`config.mk`:
```
export PLATFORM = sky130hd
export DESIGN_NAME = bgt_tracker
export DESIGN_NICKNAME = d
export VERILOG_FILES = /design/src/rtl/bgt_pkg.sv /design/src/rtl/bgt_timebase.sv /design/src/rtl/bgt_pct_div.sv /design/src/rtl/bgt_irq_sel.sv /design/src/rtl/bgt_tracker.sv
export SDC_FILE = /design/constraint.sdc
export NUM_CORES = 1
export LEC_CHECK = 0
export CAP_MARGIN = 20
export CORE_MARGIN = 10
export CORE_UTILIZATION = 39
export CTS_BUF_LIST = sky130_fd_sc_hd__clkbuf_4 sky130_fd_sc_hd__clkbuf_8
export CTS_CLUSTER_DIAMETER = 80
export DETAILED_ROUTE_END_ITERATION = 6
export DONT_BUFFER_PORTS = 1
export GPL_TIMING_DRIVEN = 1
export PLACE_DENSITY = 0.63
export SYNTH_ARGS = -nofsm -noshare
export SYNTH_HDL_FRONTEND = slang
export SYNTH_SLANG_ARGS = --single-unit
```
`constraint.sdc`:
```
create_clock -name clk -period 5.89 [get_ports clk]
set_input_delay 0.589 -clock clk [delete_from_list [all_inputs] [get_ports clk]]
set_output_delay 0.589 -clock clk [all_outputs]
set_load 0.05 [all_outputs]
```
`src/rtl/bgt_pkg.sv`:
```
// Package: shared return codes and helpers for the background tracker.
// Assumes 16-bit return codes and a 7-bit percentage field.
package bgt_pkg;
    localparam logic [15:0] RC_SUCCESS    = 16'h0000;
    localparam logic [15:0] RC_BG_STARTED = 16'h0001;
    localparam logic [15:0] RC_BUSY       = 16'h0010;
    localparam int          PCT_W         = 7;
    localparam logic [6:0]  PCT_FULL      = 7'd100;
    localparam logic [6:0]  PCT_CAP       = 7'd99;

    // Cap an intermediate percentage so 100 only ever comes from the finish path.
    function automatic logic [6:0] cap_pct(input logic [6:0] q);
        return (q > PCT_CAP) ? PCT_CAP : q;
    endfunction
endpackage

```
`src/rtl/bgt_timebase.sv`:
```
// Module: millisecond bookkeeping for the running command.
// Counts elapsed ticks and the update-period phase. It flags the finish tick
// and the progress-update ticks. Assumes UPD_MS >= 1 and runtime >= 1.
module bgt_timebase #(
    parameter int RT_W   = 24,
    parameter int UPD_MS = 1000,
    localparam int PW    = $clog2(UPD_MS + 1)
) (
    input  logic            clk,
    input  logic            rst_n,
    input  logic            clr,
    input  logic            run,
    input  logic            tick,
    input  logic [RT_W-1:0] runtime,
    output logic            finish,
    output logic            launch,
    output logic [RT_W-1:0] elapsed_nxt
);
    logic [RT_W-1:0] elapsed_q;
    logic [PW-1:0]   phase_q;
    logic            phase_wrap;

    // Next elapsed value and the period boundary.
    always_comb begin
        elapsed_nxt = elapsed_q + 1'b1;
        phase_wrap  = (phase_q == PW'(UPD_MS - 1));
        finish      = run && tick && (elapsed_nxt >= runtime);
        launch      = run && tick && !finish && phase_wrap;
    end

    // Elapsed and phase counters: cleared on start, advanced on counted ticks.
    always_ff @(posedge clk) begin
        if (!rst_n || clr) begin
            elapsed_q <= '0;
            phase_q   <= '0;
        end else if (run && tick) begin
            elapsed_q <= elapsed_nxt;
            phase_q   <= phase_wrap ? '0 : phase_q + 1'b1;
        end
    end
endmodule

```
`src/rtl/bgt_pct_div.sv`:
```
// Module: serial divider for progress percentage.
// Computes floor(num / den) when the quotient is known to be below 128.
// It preloads num >> 7 as the partial remainder, then resolves one quotient
// bit per cycle over 7 cycles. Assumes num < 128 * den and den >= 1.
module bgt_pct_div #(
    parameter int RT_W = 24,
    localparam int NW  = RT_W + 7,
    localparam int QW  = 7
) (
    input  logic            clk,
    input  logic            rst_n,
    input  logic            go,
    input  logic            abort,
    input  logic [NW-1:0]   num,
    input  logic [RT_W-1:0] den,
    output logic            done,
    output logic [QW-1:0]   quot
);
    logic [RT_W-1:0] rem_q;
    logic [QW-1:0]   low_q;
    logic [2:0]      cnt_q;
    logic            busy_q;
    logic [RT_W:0]   trial;
    logic            take;

    // One restoring step: bring in the next numerator bit and compare.
    always_comb begin
        trial = {rem_q, low_q[QW-1]};
        take  = (trial >= {1'b0, den});
    end

    // Step sequencer: load on go, shift quotient bits, pulse done at the end.
    always_ff @(posedge clk) begin
        if (!rst_n || abort) begin
            rem_q  <= '0;
            low_q  <= '0;
            cnt_q  <= '0;
            busy_q <= 1'b0;
            done   <= 1'b0;
            quot   <= '0;
        end else if (go) begin
            rem_q  <= num[NW-1:QW];
            low_q  <= num[QW-1:0];
            cnt_q  <= 3'(QW);
            busy_q <= 1'b1;
            done   <= 1'b0;
            quot   <= '0;
        end else if (busy_q) begin
            rem_q  <= take ? RT_W'(trial - {1'b0, den}) : trial[RT_W-1:0];
            low_q  <= {low_q[QW-2:0], 1'b0};
            quot   <= {quot[QW-2:0], take};
            cnt_q  <= cnt_q - 1'b1;
            busy_q <= (cnt_q != 3'd1);
            done   <= (cnt_q == 3'd1);
        end else begin
            done   <= 1'b0;
        end
    end
endmodule

```
`src/rtl/bgt_irq_sel.sv`:
```
// Module: completion interrupt request selection.
// Routes a completion event to MSI-X when enabled, else to MSI, else drops it.
// Outputs are registered one-cycle pulses.
module bgt_irq_sel (
    input  logic clk,
    input  logic rst_n,
    input  logic fire,
    input  logic msix_en,
    input  logic msi_en,
    output logic irq_msix,
    output logic irq_msi
);
    // Register the selected request for exactly one cycle.
    always_ff @(posedge clk) begin
        if (!rst_n) begin
            irq_msix <= 1'b0;
            irq_msi  <= 1'b0;
        end else begin
            irq_msix <= fire && msix_en;
            irq_msi  <= fire && !msix_en && msi_en;
        end
    end
endmodule

```
`src/rtl/bgt_tracker.sv`:
```
// Module: background command tracker (top).
// Accepts one background command at a time and refuses overlaps with a busy
// code. It tracks progress from a millisecond tick and publishes opcode,
// percentage and return code. At completion it clears the running bit and
// raises a done pulse and an interrupt request. Assumes ms_tick is a
// single-cycle pulse spaced at least 9 cycles apart.
module bgt_tracker
    import bgt_pkg::*;
#(
    parameter int          RT_W   = 24,
    parameter int          UPD_MS = 1000,
    parameter int          VEC_W  = 5,
    parameter logic [4:0]  IRQ_VEC = 5'd9,
    localparam int         NW     = RT_W + 7
) (
    input  logic             clk,
    input  logic             rst_n,
    input  logic             ms_tick,
    input  logic             start_req,
    input  logic [7:0]       start_set,
    input  logic [7:0]       start_cmd,
    input  logic [RT_W-1:0]  start_runtime,
    input  logic             msix_en,
    input  logic             msi_en,
    output logic             rsp_valid,
    output logic [15:0]      rsp_code,
    output logic             bg_running,
    output logic [15:0]      bg_opcode,
    output logic [6:0]       bg_pct,
    output logic [15:0]      bg_retcode,
    output logic [7:0]       qry_status,
    output logic             done_pulse,
    output logic [15:0]      done_opcode,
    output logic             irq_msix,
    output logic             irq_msi,
    output logic [VEC_W-1:0] irq_vector,
    output logic             cap_bg_irq
);
    logic            accept;
    logic            finish;
    logic            launch;
    logic [RT_W-1:0] elapsed_nxt;
    logic [RT_W-1:0] runtime_q;
    logic            div_done;
    logic [6:0]      div_quot;
    logic [NW-1:0]   div_num;

    // Start is accepted only while no background command is running.
    always_comb begin
        accept  = start_req && !bg_running;
        div_num = NW'(elapsed_nxt) * NW'(100);
    end

    bgt_timebase #(.RT_W(RT_W), .UPD_MS(UPD_MS)) u_time (
        .clk         (clk),
        .rst_n       (rst_n),
        .clr         (accept),
        .run         (bg_running),
        .tick        (ms_tick),
        .runtime     (runtime_q),
        .finish      (finish),
        .launch      (launch),
        .elapsed_nxt (elapsed_nxt)
    );

    bgt_pct_div #(.RT_W(RT_W)) u_div (
        .clk   (clk),
        .rst_n (rst_n),
        .go    (launch),
        .abort (accept || finish),
        .num   (div_num),
        .den   (runtime_q),
        .done  (div_done),
        .quot  (div_quot)
    );

    bgt_irq_sel u_irq (
        .clk      (clk),
        .rst_n    (rst_n),
        .fire     (finish),
        .msix_en  (msix_en),
        .msi_en   (msi_en),
        .irq_msix (irq_msix),
        .irq_msi  (irq_msi)
    );

    // Foreground response: started or busy, one cycle after the request.
    always_ff @(posedge clk) begin
        if (!rst_n) begin
            rsp_valid <= 1'b0;
            rsp_code  <= RC_SUCCESS;
        end else begin
            rsp_valid <= start_req;
            if (start_req) rsp_code <= bg_running ? RC_BUSY : RC_BG_STARTED;
        end
    end

    // Background state: running bit, runtime, opcode, percentage, return code.
    always_ff @(posedge clk) begin
        if (!rst_n) begin
            bg_running <= 1'b0;
            runtime_q  <= '0;
            bg_opcode  <= '0;
            bg_pct     <= '0;
            bg_retcode <= RC_SUCCESS;
        end else if (accept) begin
            bg_running <= 1'b1;
            runtime_q  <= (start_runtime == '0) ? RT_W'(1) : start_runtime;
            bg_opcode  <= {start_set, start_cmd};
            bg_pct     <= '0;
            bg_retcode <= RC_BG_STARTED;
        end else if (finish) begin
            bg_running <= 1'b0;
            runtime_q  <= '0;
            bg_pct     <= PCT_FULL;
            bg_retcode <= RC_SUCCESS;
        end else if (div_done && bg_running) begin
            bg_pct     <= cap_pct(div_quot);
        end
    end

    // Completion strobe carrying the finished opcode.
    always_ff @(posedge clk) begin
        if (!rst_n) begin
            done_pulse  <= 1'b0;
            done_opcode <= '0;
        end else begin
            done_pulse <= finish;
            if (finish) done_opcode <= bg_opcode;
        end
    end

    // Status-query word and constant capability outputs.
    always_comb begin
        qry_status = {bg_pct, bg_running};
        irq_vector = VEC_W'(IRQ_VEC);
        cap_bg_irq = 1'b1;
    end
endmodule

```
==> Yosys cells after proc, flatten, opt, wreduce, memory -nomap -nowiden <==
Cells that the tools add are included.
W data, S select, Z words.
{ "op_classes": {"eq_ne": 3, "n_reduce_logical": 24, "bitwise": 2, "n_mul": 1, "muxes": 21, "n_addsub": 4, "magnitude_cmp": 3} }
{ "op_table": {"columns": ["operator", "n"], "rows": [
  ["$mux W24", 6],
  ["$mux W7", 5],
  ["$mul A24 B5 Y29 const B", 1],
  ["$ge A25 B24 Y1", 1],
  ["$add A24 B1 Y24 const B", 1],
  ["$ge A24 B24 Y1", 1],
  ["$logic_not A24 Y1", 1],
  ["$sub A24 B24 Y24", 1],
  ["$add A10 B1 Y10 const B", 1],
  ["$eq A10 B10 Y1 const B", 1],
  ["$mux W10", 1],
  ["$logic_and A1 B1 Y1", 9],
  ["$gt A7 B7 Y1 const B", 1],
  ["$mux W1", 6],
  ["$mux W3", 2],
  ["$reduce_bool A2 Y1", 3],
  ["$reduce_or A3 Y1", 2],
  ["$mux W5", 1],
  ["$logic_not A1 Y1", 4],
  ["$reduce_or A2 Y1", 2],
  ["$eq A3 B1 Y1 const B", 1],
  ["$logic_or A1 B1 Y1", 3],
  ["$ne A3 B1 Y1 const B", 1],
  ["$sub A3 B1 Y3 const B", 1],
  ["$not A1 Y1", 2]
]} }
{ "word_totals": {"out_inout_bits": 90, "reg_bits": 160, "word_cells": 78} }

==> Logic depth before layout (Yosys ltp) <==
{ "logic_depth": {"word_depth": 7, "ltp_mapped": 23, "depth_no_buf": 21} }

==> Cells and area by module <==
Synthesis repeated with hierarchy kept, for this count alone.
{ "hier_totals": {"cells_unflattened": 1369, "area_unflattened_um2": 11422.2} }
{ "modules_own_cells": {"columns": ["mod", "area_per_inst_um2", "seq_area_each_um2", "instances", "cells_per_inst"], "rows": [
  ["bgt_tracker", 5348.9, 1361.3, 1, 602],
  ["bgt_pct_div", 3522.1, 860.8, 1, 452],
  ["bgt_timebase", 2493.6, 680.7, 1, 311],
  ["bgt_irq_sel", 57.6, 40.0, 1, 4]
]} }

==> Worst setup path after synthesis <==
Ideal clock, no wire load.
{ "synth_timing": {"path_type": "register -> register", "from": "register u_time.elapsed_q[0]", "to": "register u_div.rem_q[22]", "period_less_slack_ns": 5.016, "n_path_buf": 2, "setup_slack_ns": 0.874, "arrival_ns": 4.897, "stages_incl_launch_ff": 24, "t_required_ns": 5.772, "path_cell_list": "dfxtp_1 -> ha_1 -> nand3_2 -> or3_1 -> buf_6 -> or4_1 -> clkbuf_1 -> nor2_1 -> xnor2_1 -> inv_1 -> ha_1 -> ha_1 -> inv_1 -> fa_1 -> inv_1 -> ha_1 -> a21o_1 -> a21o_1 -> a21o_1 -> a21o_1 -> a21oi_1 -> o31ai_1 -> xnor2_1 -> o21ai_1"} }
{ "synth_between": {"elab_chain_len": 7, "elab_cells_between_ends": 11} }
{ "synth_rtl": {"columns": ["item", "line_no", "rtl"], "rows": [
  ["start, declared", "bgt_timebase.sv:19", "logic [RT_W-1:0] elapsed_q;"],
  ["start signal, assigned", "bgt_timebase.sv:37", "elapsed_q <= elapsed_nxt;"],
  ["$add A24 B1 Y24 *", "bgt_timebase.sv:25", "elapsed_nxt = elapsed_q + 1'b1;"],
  ["via elapsed_nxt[18]", "bgt_tracker.sv:42", "logic [RT_W-1:0] elapsed_nxt;"],
  ["branches (longest 6 deep; another with $mul A24 B5 Y29)", null, null],
  ["end signal, assigned", "bgt_pct_div.sv:42", "rem_q <= num[NW-1:QW];"],
  ["end signal, assigned", "bgt_pct_div.sv:49", "rem_q <= take ? RT_W'(trial - {1'b0, den}) : trial[RT_W-1:0];"],
  ["end, declared", "bgt_pct_div.sv:19", "logic [RT_W-1:0] rem_q;"]
]} }
Mark *: on every way through the listed nets, which the timed path passes.
A chain may end at the register's enable or synchronous reset.

==> Worst setup path after layout <==
{ "layout_timing": {"from": "register u_time.elapsed_q[0]", "to": "register u_div.rem_q[21]"} }
The elaborated chain is that of the path after synthesis.

==> flow_summary.html <==
<table>
<tr><th>Metric</th><th>Value</th></tr>
<tr><th colspan="2">STA</th></tr>
<tr><td>Number of slew-limit violations in the final report</td><td>0</td></tr>
<tr><td>Tcrit/Tclk final</td><td>91.61%</td></tr>
<tr><td>Remaining max-slew budget at the tightest pin</td><td>31.49%</td></tr>
<tr><td>Transition at the pin with the smallest max-transition slack</td><td>1027 ps</td></tr>
<tr><td>Setup Skew</td><td>19.36 ps</td></tr>
<tr><td>RSZ-0062 raised after global routing</td><td>false</td></tr>
<tr><td>Final hold slack</td><td>191.1 ps</td></tr>
<tr><td>Setup tns final</td><td>0 ps</td></tr>
<tr><td>Final setup fails</td><td>0</td></tr>
<tr><td>Timing-limited maximum frequency</td><td>185.3 MHz</td></tr>
<tr><td>Post-layout min period</td><td>5396 ps</td></tr>
<tr><td>Worst path setup slack after routing</td><td>494.0 ps</td></tr>
<tr><td>Final Hold Viols</td><td>0</td></tr>
<tr><th colspan="2">CTS</th></tr>
<tr><td>Number of sinks handled by clock tree synthesis</td><td>145</td></tr>
<tr><td>Longest Clk Path Bufs</td><td>2</td></tr>
<tr><td>CTS clk-pin slew, worst paths</td><td>90 ps</td></tr>
<tr><td>Num CTS Buffers</td><td>17</td></tr>
<tr><td>Clock tree root driver cell</td><td>sky130_fd_sc_hd__clkbuf_8</td></tr>
<tr><td>TritonCTS clock tree</td><td>built</td></tr>
<tr><td>Later-pin clock latency in the skew report</td><td>460 ps</td></tr>
<tr><td>CTS HTree Levels</td><td>4</td></tr>
<tr><th colspan="2">Power and ir drop</th></tr>
<tr><td>Total power</td><td>2208 uW</td></tr>
<tr><td>IR drop worst, VDD</td><td>0.0001166 V</td></tr>
<tr><td>Power density over the cells</td><td>195.8 mW/mm2</td></tr>
<tr><td>Leakage power</td><td>0.005211 uW</td></tr>
<tr><th colspan="2">Run</th></tr>
<tr><td># Max-Cap Violations</td><td>0</td></tr>
<tr><th colspan="2">Logic synthesis</th></tr>
<tr><td>Count of mapped cells out of synthesis</td><td>1321</td></tr>
<tr><td>Share of flip-flops with an asynchronous set or reset</td><td>0%</td></tr>
<tr><td>Sequential area share after synthesis</td><td>26.97%</td></tr>
<tr><td>Library cells used by synthesis</td><td>68</td></tr>
<tr><td>Yosys warnings</td><td>0</td></tr>
<tr><td>Count of state elements after synthesis</td><td>145</td></tr>
<tr><td>Cell area after synthesis</td><td>0.01076 mm2</td></tr>
<tr><td>Count of flip-flops with a built-in enable after synthesis</td><td>0</td></tr>
<tr><td>Synthesized area per cell</td><td>8.148 um2</td></tr>
<tr><td>Prevailing post-synth register cell</td><td>sky130_fd_sc_hd__dfxtp_1</td></tr>
<tr><th colspan="2">Critical path</th></tr>
<tr><td>Worst setup EP type</td><td>register</td></tr>
<tr><td>Sum of buffers and inverters on the critical path</td><td>2</td></tr>
<tr><td>Data arrival time of the critical path</td><td>5720 ps</td></tr>
<tr><td>Sequence of cells on the critical path</td><td>ha_1 &gt; nand3_2 &gt; or3_1 &gt; or4_4 &gt; xnor2_1 &gt; ha_1 &gt; ha_1 &gt; inv_1 &gt; fa_1 &gt; inv_1 &gt; ha_1 &gt; a21o_1 &gt; a21o_1 &gt; a21oi_1 &gt; nor2b_1 &gt; nor2_1 &gt; a21boi_0 &gt; o41ai_1 &gt; xor2_1 &gt; o22ai_1</td></tr>
<tr><td>Crit Path Category</td><td>reg -&gt; reg</td></tr>
<tr><td>Worst path most repeated cell</td><td>sky130_fd_sc_hd__ha_1</td></tr>
<tr><td>Max Fanout on Critical Path</td><td>10</td></tr>
<tr><td>CP required</td><td>6220 ps</td></tr>
<tr><td>Category of the worst setup path launch point</td><td>register</td></tr>
<tr><td>Highest-delay cell along the critical path</td><td>sky130_fd_sc_hd__or3_1</td></tr>
<tr><td>Biggest cell delay along the critical path</td><td>560 ps</td></tr>
<tr><td>Top Family by Delay on Critical Path</td><td>adder cells</td></tr>
<tr><th colspan="2">Min path</th></tr>
<tr><td>Class of the tightest hold or removal check</td><td>in -&gt; reg</td></tr>
<tr><th colspan="2">Final layout</th></tr>
<tr><td>Commonest cells after routing, fill and taps aside</td><td>148 x sky130_fd_sc_hd__nand2_1, 143 x sky130_fd_sc_hd__dfxtp_1, 128 x sky130_fd_sc_hd__ha_1</td></tr>
<tr><td>Leading cell type in the layout, fill and taps excluded</td><td>sky130_fd_sc_hd__nand2_1</td></tr>
<tr><td>Relative area change from synthesis to final layout</td><td>4.720%</td></tr>
<tr><td>Inserted Diodes</td><td>0</td></tr>
<tr><td>Fin nets</td><td>1484</td></tr>
<tr><td>Utilization of the core after routing</td><td>41.71%</td></tr>
<tr><td>Ratio of cells with drive above 1 in the final layout</td><td>5.295%</td></tr>
<tr><th colspan="2">Floorplanning</th></tr>
<tr><td>Die Outline Area</td><td>0.03465 mm2</td></tr>
<tr><td>Die H</td><td>186.1 um</td></tr>
<tr><td>Starting utilization of the core area</td><td>39.83%</td></tr>
<tr><td>Cell row count</td><td>60</td></tr>
<tr><td>Placeable core region</td><td>0.02703 mm2</td></tr>
<tr><td>Number of top-level pins</td><td>136</td></tr>
<tr><td>Horiz. Die Dim</td><td>186.1 um</td></tr>
<tr><th colspan="2">Route</th></tr>
<tr><td>Avg Vias per Cell</td><td>5.170</td></tr>
<tr><td>Detailed-routed wire length on met2</td><td>12.51 mm</td></tr>
<tr><td>Antenna-violating nets left</td><td>0</td></tr>
<tr><td>Total iterations of the first detailed-routing run</td><td>5</td></tr>
<tr><td>Total Wirelength</td><td>26.62 mm</td></tr>
<tr><td>Total routed wire length on the met1 layer</td><td>12.72 mm</td></tr>
<tr><td>First DRT Iteration DRCs</td><td>492</td></tr>
<tr><td>Average routed wire per standard cell</td><td>16.19 um</td></tr>
<tr><td>WL met3</td><td>941 um</td></tr>
<tr><td>Count of unresolved DRC violations after routing</td><td>0</td></tr>
<tr><td>Max layer used</td><td>met4</td></tr>
<tr><td>Vias after detailed routing</td><td>8500</td></tr>
<tr><th colspan="2">Placed design</th></tr>
<tr><td>I/O Buffers</td><td>0</td></tr>
<tr><td>Post-place setup slack</td><td>407.6 ps</td></tr>
<tr><td>Total half-perimeter wirelength after legalization and detailed placement</td><td>21.28 mm</td></tr>
<tr><td>Final GP Congestion</td><td>0.8681</td></tr>
<tr><th colspan="2">Global routing</th></tr>
<tr><td>Wire length of the first global-routing pass</td><td>41.89 mm</td></tr>
<tr><td>Number of global-route vias before repair</td><td>7917</td></tr>
<tr><td>Total routing resource utilization after global routing</td><td>15.09%</td></tr>
<tr><td>Maximum number of pins on one net before global-route repair</td><td>64</td></tr>
<tr><td>Antenna violations before repair</td><td>0</td></tr>
<tr><td>Total congestion overflow</td><td>0</td></tr>
<tr><th colspan="2">Status</th></tr>
<tr><td>Run status</td><td>completed</td></tr>
</table>
[layer usage]
layer,global-route usage (%),vias to the layer above
li1,-,4391
met1,20.24,3933
met2,24.38,148
met3,2.445,28
met4,4.515,0
met5,0,-
[per-stage QoR]
stage / cell area, um2 / cells
final: 11270 / 1644
after global routing: 11270 / 1644
after CTS: 11270 / 1644
after detailed placement: 10850 / 1613
after global placement: 10850 / 1613
after floorplan: 10890 / 1354
[Yosys cell counts, drive strengths merged (19+ instances only)]
master / instances / area (um2)
a21o: 22 / 165.2
a21oi: 86 / 430.4
buf: 66 / 457.9
clkbuf: 27 / 102.6
dfxtp: 145 / 2903
fa: 19 / 380.4
ha: 128 / 1602
inv: 118 / 442.9
mux2i: 36 / 360.4
nand2: 150 / 573.1
nand3: 28 / 150.1
nor2: 116 / 442.9
o21ai: 76 / 391.6
xnor2: 52 / 455.4
xor2: 48 / 420.4
[final cells by class]
type,instances,area (um2)
fill,2700,15750
multi-input combinational,998,6993
sequential,145,2905
inverter,118,442.9
tap,341,426.7
clock buffer,18,247.7
clock inverter,13,173.9
timing repair buffer,11,82.58
[registers in the layout, indices dropped and copies added (netlist names)]
name,cells
runtime_q,24
u_div.rem_q,24
u_time.elapsed_q,24
bg_opcode,16
done_opcode,16
u_time.phase_q,10
bg_pct,7
u_div.quot,7
u_div.low_q,5
u_div.cnt_q,3
rsp_code,2
bg_retcode,1
done_pulse,1
rsp_valid,1
u_div.busy_q,1
u_div.done,1
u_irq.irq_msi,1
u_irq.irq_msix,1
[power breakdown]
part	switching, uW	internal [uW]
registers	49.1	999
clock network	425	439
logic	210	85.3
[repair_timing]
item / in CTS / in global routing
hold buffers: 0 / 0
gates resized for setup: 0 / 1
setup buffers: 0 / 0
endpoints found under the setup margin: 0 / 2
[path summary, 6_finish.rpt]
kind                                                  startpoint                        endpoint  slack (ps)  cells past startpoint
worst max-delay path            u_time.elapsed_q[0]$_SDFFE_PP0P_    u_div.rem_q[21]$_SDFFE_PP0P_         490                     20
worst min-delay path                                     msix_en        u_irq.irq_msi$_SDFF_PN0_         190                      1
worst max register to register  u_time.elapsed_q[0]$_SDFFE_PP0P_    u_div.rem_q[21]$_SDFFE_PP0P_         490                     20
worst min register to register    u_time.phase_q[1]$_SDFFE_PP0P_  u_time.phase_q[1]$_SDFFE_PP0P_         470                      2
[cells by family (layout without fill, tap and decap cells)]
group | count (synthesis) | count (layout) | share of synthesized area [%]
compound gates | 287 | 287 | 16.77
other cells | 2 | 35 | 0.06977
fa+ha+maj | 147 | 147 | 18.41
mux | 38 | 38 | 3.557
flops | 145 | 145 | 26.97
simple gates | 391 | 391 | 16.76
xor+xnor | 100 | 100 | 8.137
buf+inv | 211 | 160 | 9.322
No activity file was read; power rests on OpenSTA's default activity.
